===== src/rtl/csd_pkg.sv =====
package csd_pkg;
    localparam int PIX_W = 8;
    localparam logic [PIX_W-1:0] BLANK_Y = 8'h10;
    localparam logic [PIX_W-1:0] BLANK_C = 8'h80;

    typedef struct packed {
        logic             valid;
        logic             sof;
        logic             sol;
        logic [PIX_W-1:0] y;
        logic [PIX_W-1:0] c;
    } out_pix_t;
endpackage


===== src/rtl/csd_frac_step.sv =====
// Nearest-sample accept unit for one axis: adds num per sample and
// accepts when the running sum reaches den, then removes den.
module csd_frac_step #(
    parameter int AW = 16
) (
    input  logic          clk,
    input  logic          rst_n,
    input  logic          clear,
    input  logic          step,
    input  logic [AW-1:0] num,
    input  logic [AW-1:0] den,
    output logic          take
);
    typedef struct packed {
        logic [AW-1:0] acc;
    } acc_st_t;

    acc_st_t     st_d, st_q;
    logic [AW:0] base;
    logic [AW:0] sum;
    logic [AW:0] rem;
    logic        bypass;

    always_comb begin
        bypass = (num == den) || (num == '0) || (den == '0);
        base   = clear ? '0 : {1'b0, st_q.acc};
        sum    = base + {1'b0, num};
        take   = bypass || (sum >= {1'b0, den});
        rem    = (sum >= {1'b0, den}) ? sum - {1'b0, den} : sum;
        st_d   = st_q;
        if (step) begin
            st_d.acc = bypass ? '0 : rem[AW-1:0];
        end else if (clear) begin
            st_d.acc = '0;
        end
    end

    always_ff @(posedge clk or negedge rst_n) begin
        if (!rst_n) st_q <= '0;
        else        st_q <= st_d;
    end
endmodule


===== src/rtl/csd_pos_track.sv =====
// Column and row position of the current pixel and window membership.
module csd_pos_track #(
    parameter int HW = 12,
    parameter int VW = 11
) (
    input  logic          clk,
    input  logic          rst_n,
    input  logic          px,
    input  logic          sol,
    input  logic          sof,
    input  logic [HW-1:0] h_start,
    input  logic [HW-1:0] h_size,
    input  logic [VW-1:0] v_start,
    input  logic [VW-1:0] v_size,
    output logic          h_in,
    output logic          v_in
);
    typedef struct packed {
        logic [HW-1:0] col;
        logic [VW-1:0] row;
    } pos_st_t;

    pos_st_t       st_d, st_q;
    logic [HW-1:0] cur_col;
    logic [VW-1:0] cur_row;
    logic [HW:0]   h_end;
    logic [VW:0]   v_end;

    always_comb begin
        cur_col = sol ? '0 : st_q.col;
        if (sof)      cur_row = '0;
        else if (sol) cur_row = st_q.row + 1'b1;
        else          cur_row = st_q.row;
        h_end = {1'b0, h_start} + {1'b0, h_size};
        v_end = {1'b0, v_start} + {1'b0, v_size};
        h_in  = (cur_col >= h_start) && ({1'b0, cur_col} < h_end);
        v_in  = (cur_row >= v_start) && ({1'b0, cur_row} < v_end);
        st_d  = st_q;
        if (px) begin
            st_d.col = cur_col + 1'b1;
            st_d.row = cur_row;
        end
    end

    always_ff @(posedge clk or negedge rst_n) begin
        if (!rst_n) st_q <= '0;
        else        st_q <= st_d;
    end
endmodule


===== src/rtl/crop_decimator.sv =====
module crop_decimator #(
    parameter int HW = 12,
    parameter int VW = 11,
    parameter int SW = 16
) (
    input  logic          clk,
    input  logic          rst_n,
    input  logic          in_valid,
    input  logic          in_sof,
    input  logic          in_sol,
    input  logic [7:0]    in_y,
    input  logic [7:0]    in_c,
    input  logic [HW-1:0] cfg_h_start,
    input  logic [HW-1:0] cfg_h_size,
    input  logic [VW-1:0] cfg_v_start,
    input  logic [VW-1:0] cfg_v_size,
    input  logic [SW-1:0] cfg_h_num,
    input  logic [SW-1:0] cfg_h_den,
    input  logic [SW-1:0] cfg_v_num,
    input  logic [SW-1:0] cfg_v_den,
    input  logic          cfg_bin_en,
    input  logic [7:0]    cfg_bin_thr,
    input  logic          cfg_embed,
    input  logic          cfg_drop_blank,
    output logic          out_valid,
    output logic          out_sof,
    output logic          out_sol,
    output logic [7:0]    out_y,
    output logic [7:0]    out_c
);
    import csd_pkg::*;

    localparam int N_AXES = 2;
    localparam int AX_H   = 0;
    localparam int AX_V   = 1;

    typedef struct packed {
        logic     row_keep;
        logic     need_sof;
        logic     need_sol;
        out_pix_t o;
    } top_st_t;

    top_st_t       st_d, st_q;
    logic          is_blank;
    logic          px;
    logic          sol_eff;
    logic          h_in, v_in;
    logic          nsof, nsol;
    logic          vkeep, keep;
    logic [SW-1:0] ax_num  [N_AXES];
    logic [SW-1:0] ax_den  [N_AXES];
    logic          ax_clr  [N_AXES];
    logic          ax_stp  [N_AXES];
    logic          ax_take [N_AXES];

    assign is_blank = cfg_embed && cfg_drop_blank &&
                      (in_y == BLANK_Y) && (in_c == BLANK_C);
    assign px       = in_valid && !is_blank;
    assign sol_eff  = in_sol || in_sof;

    csd_pos_track #(.HW(HW), .VW(VW)) u_pos (
        .clk     (clk),
        .rst_n   (rst_n),
        .px      (px),
        .sol     (sol_eff),
        .sof     (in_sof),
        .h_start (cfg_h_start),
        .h_size  (cfg_h_size),
        .v_start (cfg_v_start),
        .v_size  (cfg_v_size),
        .h_in    (h_in),
        .v_in    (v_in)
    );

    assign ax_num[AX_H] = cfg_h_num;
    assign ax_den[AX_H] = cfg_h_den;
    assign ax_clr[AX_H] = px && sol_eff;
    assign ax_stp[AX_H] = px && h_in;
    assign ax_num[AX_V] = cfg_v_num;
    assign ax_den[AX_V] = cfg_v_den;
    assign ax_clr[AX_V] = px && in_sof;
    assign ax_stp[AX_V] = px && sol_eff && v_in;

    for (genvar g = 0; g < N_AXES; g++) begin : g_axis
        csd_frac_step #(.AW(SW)) u_step (
            .clk   (clk),
            .rst_n (rst_n),
            .clear (ax_clr[g]),
            .step  (ax_stp[g]),
            .num   (ax_num[g]),
            .den   (ax_den[g]),
            .take  (ax_take[g])
        );
    end

    always_comb begin
        vkeep = sol_eff ? (v_in && ax_take[AX_V]) : st_q.row_keep;
        keep  = px && h_in && v_in && vkeep && ax_take[AX_H];
        nsof  = in_sof || st_q.need_sof;
        nsol  = sol_eff || st_q.need_sol;

        st_d = st_q;
        if (px) begin
            if (sol_eff) st_d.row_keep = v_in && ax_take[AX_V];
            st_d.need_sof = nsof && !keep;
            st_d.need_sol = nsol && !keep;
        end
        st_d.o.valid = keep;
        st_d.o.sof   = keep && nsof;
        st_d.o.sol   = keep && nsol;
        if (keep) begin
            st_d.o.y = cfg_bin_en ? {7'd0, (in_y >= cfg_bin_thr)} : in_y;
            st_d.o.c = cfg_bin_en ? 8'd0 : in_c;
        end
    end

    always_ff @(posedge clk or negedge rst_n) begin
        if (!rst_n) st_q <= '0;
        else        st_q <= st_d;
    end

    assign out_valid = st_q.o.valid;
    assign out_sof   = st_q.o.sof;
    assign out_sol   = st_q.o.sol;
    assign out_y     = st_q.o.y;
    assign out_c     = st_q.o.c;
endmodule


===== config.mk =====
export PLATFORM = sky130hd
export DESIGN_NAME = crop_decimator
export DESIGN_NICKNAME = d
export VERILOG_FILES = /design/src/rtl/csd_pkg.sv /design/src/rtl/csd_frac_step.sv /design/src/rtl/csd_pos_track.sv /design/src/rtl/crop_decimator.sv
export SDC_FILE = /design/constraint.sdc
export NUM_CORES = 1
export LEC_CHECK = 0
export BUFFER_PORTS_ARGS = -buffer_cell sky130_fd_sc_hd__buf_2
export CORE_ASPECT_RATIO = 1.1
export CORE_MARGIN = 4
export CORE_UTILIZATION = 50
export CTS_CLUSTER_SIZE = 14
export DETAILED_ROUTE_END_ITERATION = 8
export GPL_ROUTABILITY_DRIVEN = 0
export PLACE_DENSITY = 0.72
export SLEW_MARGIN = 20
export SYNTH_ARGS = -nofsm -noshare
export SYNTH_HDL_FRONTEND = slang
export SYNTH_SLANG_ARGS = --single-unit

===== constraint.sdc =====
create_clock -name clk -period 10.07 [get_ports clk]
set_input_delay 0.5035 -clock clk [delete_from_list [all_inputs] [get_ports clk]]
set_output_delay 0.5035 -clock clk [all_outputs]
set_load 0.02 [all_outputs]

==> impl_metrics.sql <==
INSERT INTO impl_metrics (metric_group, metric, value, unit) VALUES
('cts', 'tritoncts_clock_tree', 'built', ''),
('setup_path', 'worstPathCellList', 'buf_2, or4_1, o31ai_4, inv_2, nand2_1, nand2_1, inv_1, ha_1, inv_1, fa_1, nor2b_1, o31a_1, o2111ai_1, nand3b_1, xor2_1, ha_1, a21o_1, a21o_1, nor3_1, a211oi_1, a21o_1, nor2_2, mux2i_1, a22o_1', ''),
('placed_design', 'io_buffer_count', '160', ''),
('cts', 'post_cts_clock_slew_at_the_launch_and_capture_registers_of_the_worst_setup_and_hold_paths', '0.06', 'ns'),
('final_layout', 'finalNetCount', '1577', ''),
('cts', 'clock-sinks', '77', ''),
('job', 'drv.max_cap_violation_count', '0', ''),
('setup_path', 'reg2reg_to', 'g_axis[1].u_step.st_q[1]', ''),
('setup_path', 'setup.reg_to_reg.worst_slack', '5.16', 'ns'),
('detailed_routing', 'wl_per_cell', '16.31', 'um'),
('cts', 'cts-buffers-inserted', '9', ''),
('power_and_ir_drop', 'cellPowerDensity', '92.20', 'nW/um2'),
('synthesis', 'post_synth_instance_area', '9651', 'um2'),
('setup_path', 'worstPathArrival', '7.14', 'ns'),
('global_routing', 'grt_first_pass_wirelength', '41460', 'um'),
('sta', 'fin_worst_skew', '0.007170', 'ns'),
('cts', 'cts_max_level', '3', ''),
('synthesis', 'proportion_of_synthesized_chip_area_in_sequential_cells', '0.1997', ''),
('sta', 'hold_viol', '0', ''),
('placed_design', 'dpl.hpwl', '20530', 'um'),
('setup_path', 'timing.critical_path.slowest_cell_delay', '0.88', 'ns'),
('power_and_ir_drop', 'vdd_ir_drop_max', '72.21', 'uV'),
('setup_path', 'worst_r2r_startpoint', 'g_axis[1].u_step.st_q[4]', ''),
('die', 'width_of_the_chip', '140.5', 'um'),
('global_routing', 'grt_start_max_net_pins', '77', ''),
('synthesis', 'yosys.cell_types.count', '73', ''),
('cts', 'insertion_delay', '0.33', 'ns'),
('detailed_routing', 'wl', '25110', 'um'),
('sta', 'max_clock_freq', '0.1445', 'GHz'),
('synthesis', 'avgSynthCellArea', '8.414', 'um2'),
('cts', 'max-clock-path-buffers', '2', ''),
('setup_path', 'critPathBufInv', '4', ''),
('global_routing', 'grt_pass1_vias', '8559', ''),
('setup_path', 'crit_required', '10.29', 'ns'),
('die', 'initial_core_utilization', '0.5071', ''),
('detailed_routing', 'drt-pass1-iter-count', '5', ''),
('die', 'std_cell_rows', '53', ''),
('power_and_ir_drop', 'leakage', '5.653', 'nW'),
('sta', 'setup_viol_count_final', '0', ''),
('synthesis', 'ys.flop_type', 'sky130_fd_sc_hd__dfrtp_1', ''),
('sta', 'drv_slew', '0', ''),
('sta', 'fin_hold_ws', '0.4818', 'ns'),
('global_routing', 'overall_track_demand_over_capacity_in_global_routing', '0.2289', ''),
('setup_path', 'endpoint', 'g_axis[1].u_step.st_q[1]', ''),
('synthesis', 'ys_seq_elements', '77', ''),
('global_routing', 'overflow', '0', ''),
('sta', 'slew_headroom', '0.2784', ''),
('detailed_routing', 'route.vias.total', '8839', ''),
('sta', 'grt_setup_unrepaired', 'no', ''),
('detailed_routing', 'drcViolationCount', '0', ''),
('die', 'chipHeight', '153.7', 'um'),
('sta', 'fin_crit', '6.921', 'ns'),
('synthesis', 'syn_nets', '1436', ''),
('setup_path', 'path_class', 'in2reg', ''),
('setup_path', 'critical-path-top-delay-family', 'simple AND/OR/NAND/NOR gates', ''),
('setup_path', 'reg2regPathDepth', '16', ''),
('status', 'status', 'complete, no violations', ''),
('synthesis', 'synthCells', '1147', ''),
('synthesis', 'async_flop_share', '1.000', ''),
('setup_path', 'crit_cells', '24', ''),
('detailed_routing', 'drt_first_iter_violations', '584', ''),
('synthesis', 'synth_enable_flop_cells', '0', ''),
('die', 'io_pins', '161', ''),
('setup_path', 'critPathSlowestCell', 'sky130_fd_sc_hd__o31ai_4', ''),
('setup_path', 'worstSetupStartpointType', 'primary input', ''),
('die', 'die-area', '21590', 'um2'),
('final_layout', 'synthToLayoutAreaGrowth', '13.16', '%'),
('die', 'coreArea', '19030', 'um2'),
('synthesis', 'yosysWarningCount', '0', ''),
('sta', 'timing_worst_slew_pin_value', '1.081', 'ns'),
('setup_path', 'crit_path_max_fanout', '23', '');
state kept, by name, indices dropped and copies added, names as in the netlist:
| name | flops |
|---|---|
| g_axis.u_step.st_q | 32 |
| u_pos.st_q | 23 |
| out_c | 8 |
| out_y | 8 |
| st_q | 3 |
| out_sof | 1 |
| out_sol | 1 |
| out_valid | 1 |
cells in the final DEF (no fill, tap or decap), types with 6 or more instances in the layout:
cell type / instances
sky130_fd_sc_hd__fa_1: 6
sky130_fd_sc_hd__nand3_1: 18
sky130_fd_sc_hd__o211ai_1: 7
sky130_fd_sc_hd__dfrtp_1: 77
sky130_fd_sc_hd__clkbuf_16: 9
sky130_fd_sc_hd__o22ai_1: 7
sky130_fd_sc_hd__o21a_1: 22
sky130_fd_sc_hd__ha_1: 141
sky130_fd_sc_hd__and2_1: 19
sky130_fd_sc_hd__nand4_1: 18
sky130_fd_sc_hd__a21oi_1: 58
sky130_fd_sc_hd__xnor2_1: 45
sky130_fd_sc_hd__buf_2: 160
sky130_fd_sc_hd__and3_1: 11
sky130_fd_sc_hd__or2_2: 6
sky130_fd_sc_hd__o21bai_1: 6
sky130_fd_sc_hd__or3_1: 9
sky130_fd_sc_hd__nor2_1: 69
sky130_fd_sc_hd__a2111oi_0: 6
sky130_fd_sc_hd__a21o_1: 24
sky130_fd_sc_hd__nand2_1: 81
sky130_fd_sc_hd__o21ai_0: 53
sky130_fd_sc_hd__nor4_1: 30
sky130_fd_sc_hd__nor3_1: 17
sky130_fd_sc_hd__a31oi_1: 7
sky130_fd_sc_hd__mux2_2: 7
sky130_fd_sc_hd__o31ai_1: 14
sky130_fd_sc_hd__nor2b_1: 41
sky130_fd_sc_hd__mux2_4: 15
sky130_fd_sc_hd__o2bb2ai_1: 14
sky130_fd_sc_hd__mux2i_1: 27
sky130_fd_sc_hd__xor2_1: 66
sky130_fd_sc_hd__a211oi_1: 17
sky130_fd_sc_hd__nand2b_1: 14
sky130_fd_sc_hd__inv_1: 97
cell usage after synthesis (all sizes together) (4+ instances only):
cell,number,area [um2]
o31ai,15,112.6
o22ai,7,43.79
nor2,72,275.3
a21oi,59,299.0
nor2b,41,256.5
o2bb2ai,14,122.6
a21o,24,180.2
nor4,30,187.7
inv,98,367.9
nand2,81,304.0
or4,5,41.29
a32oi,4,35.03
a21boi,4,30.03
xor2,66,578.1
or3,9,56.30
and3,11,68.82
o21a,22,165.2
a31oi,7,43.79
a211oi,17,127.6
o21bai,6,45.04
fa,6,120.1
mux2,22,304.1
clkbuf,14,52.55
xnor2,45,394.1
a211o,4,35.03
o31a,5,43.79
ha,141,1764
nand2b,14,87.58
nand4,18,112.6
mux2i,27,270.3
and2,19,118.9
a2111oi,7,67.56
buf,20,155.1
or2,6,37.54
nand3,18,90.09
nor3,17,85.08
o21ai,54,270.3
o211ai,7,52.55
dfrtp,77,1927
how the worst min path moves through the flow:
stage / startpoint / endpoint / slack (ns) / cells after the start
3_5_place_dp: rst_n / g_axis[1].u_step.st_q[6] / 0.30 / 1
3_3_place_gp: rst_n / g_axis[1].u_step.st_q[6] / 0.30 / 1
2_1_floorplan: rst_n / g_axis[0].u_step.st_q[0] / 0.21 / 0
5_1_grt: rst_n / g_axis[1].u_step.st_q[6] / 0.49 / 2
6_report: g_axis[0].u_step.st_q[13] / g_axis[0].u_step.st_q[13] / 0.48 / 1
4_1_cts: rst_n / g_axis[1].u_step.st_q[6] / 0.48 / 2
logic make-up (layout without fill, tap and decap cells):
group | count (synthesis) | after routing | share of synthesized area
AO/OA/AOI/OAI | 281 | 281 | 0.1981
XOR/XNOR | 111 | 111 | 0.1007
adder cells (fa/ha/maj) | 147 | 147 | 0.1953
buffers and inverters | 132 | 277 | 0.05964
flip-flops | 77 | 77 | 0.1997
multiplexers | 49 | 49 | 0.05951
AND/OR/NAND/NOR | 350 | 350 | 0.1871
power breakdown:
part / internal, W / total [W] / switching [W]
clock network: 0.000222 / 0.000352 / 0.000130
logic: 0.000147 / 0.000338 / 0.000191
registers: 0.000313 / 0.000317 / 0.00000415
cell type report:
type	count	area [um2]
clock buffer	11	242.7
multi-input combinational	938	7164
timing repair buffer	164	837.1
inverter	98	367.9
sequential	77	1927
fill	1790	8112
tap	247	309.0
clock inverter	4	72.57
through the flow:
step / std cells / worst slack [ns] / total power [W] / instance area (um2) / utilization
2_1_floorplan: 1147 / 4.330 / 0.0005537 / 9651 / -
4_1_cts: 1539 / 3.144 / 0.001014 / 10910 / 0.5735
5_1_grt: 1539 / 2.465 / 0.001068 / 10920 / 0.5738
3_3_place_gp: 1522 / 2.971 / 0.0006522 / 10580 / 0.5561
6_report: 1539 / 3.149 / 0.001007 / 10920 / 0.5738
3_5_place_dp: 1523 / 2.811 / 0.0006569 / 10590 / 0.5564
repair_timing:
item	CTS	global route
buffers inserted	0	0
endpoints found under the hold margin	1	0
hold buffers	1	0
gates resized for setup	0	0
metal layers:
layer,part of all wire,vias up,global-route usage
li1,-,4435,-
met2,0.47,274,0.3844
met1,0.46,4101,0.3158
met4,0.015,0,0.05353
met3,0.050,29,0.02737
met5,0,-,0
Power figures use the tool's default switching activity.
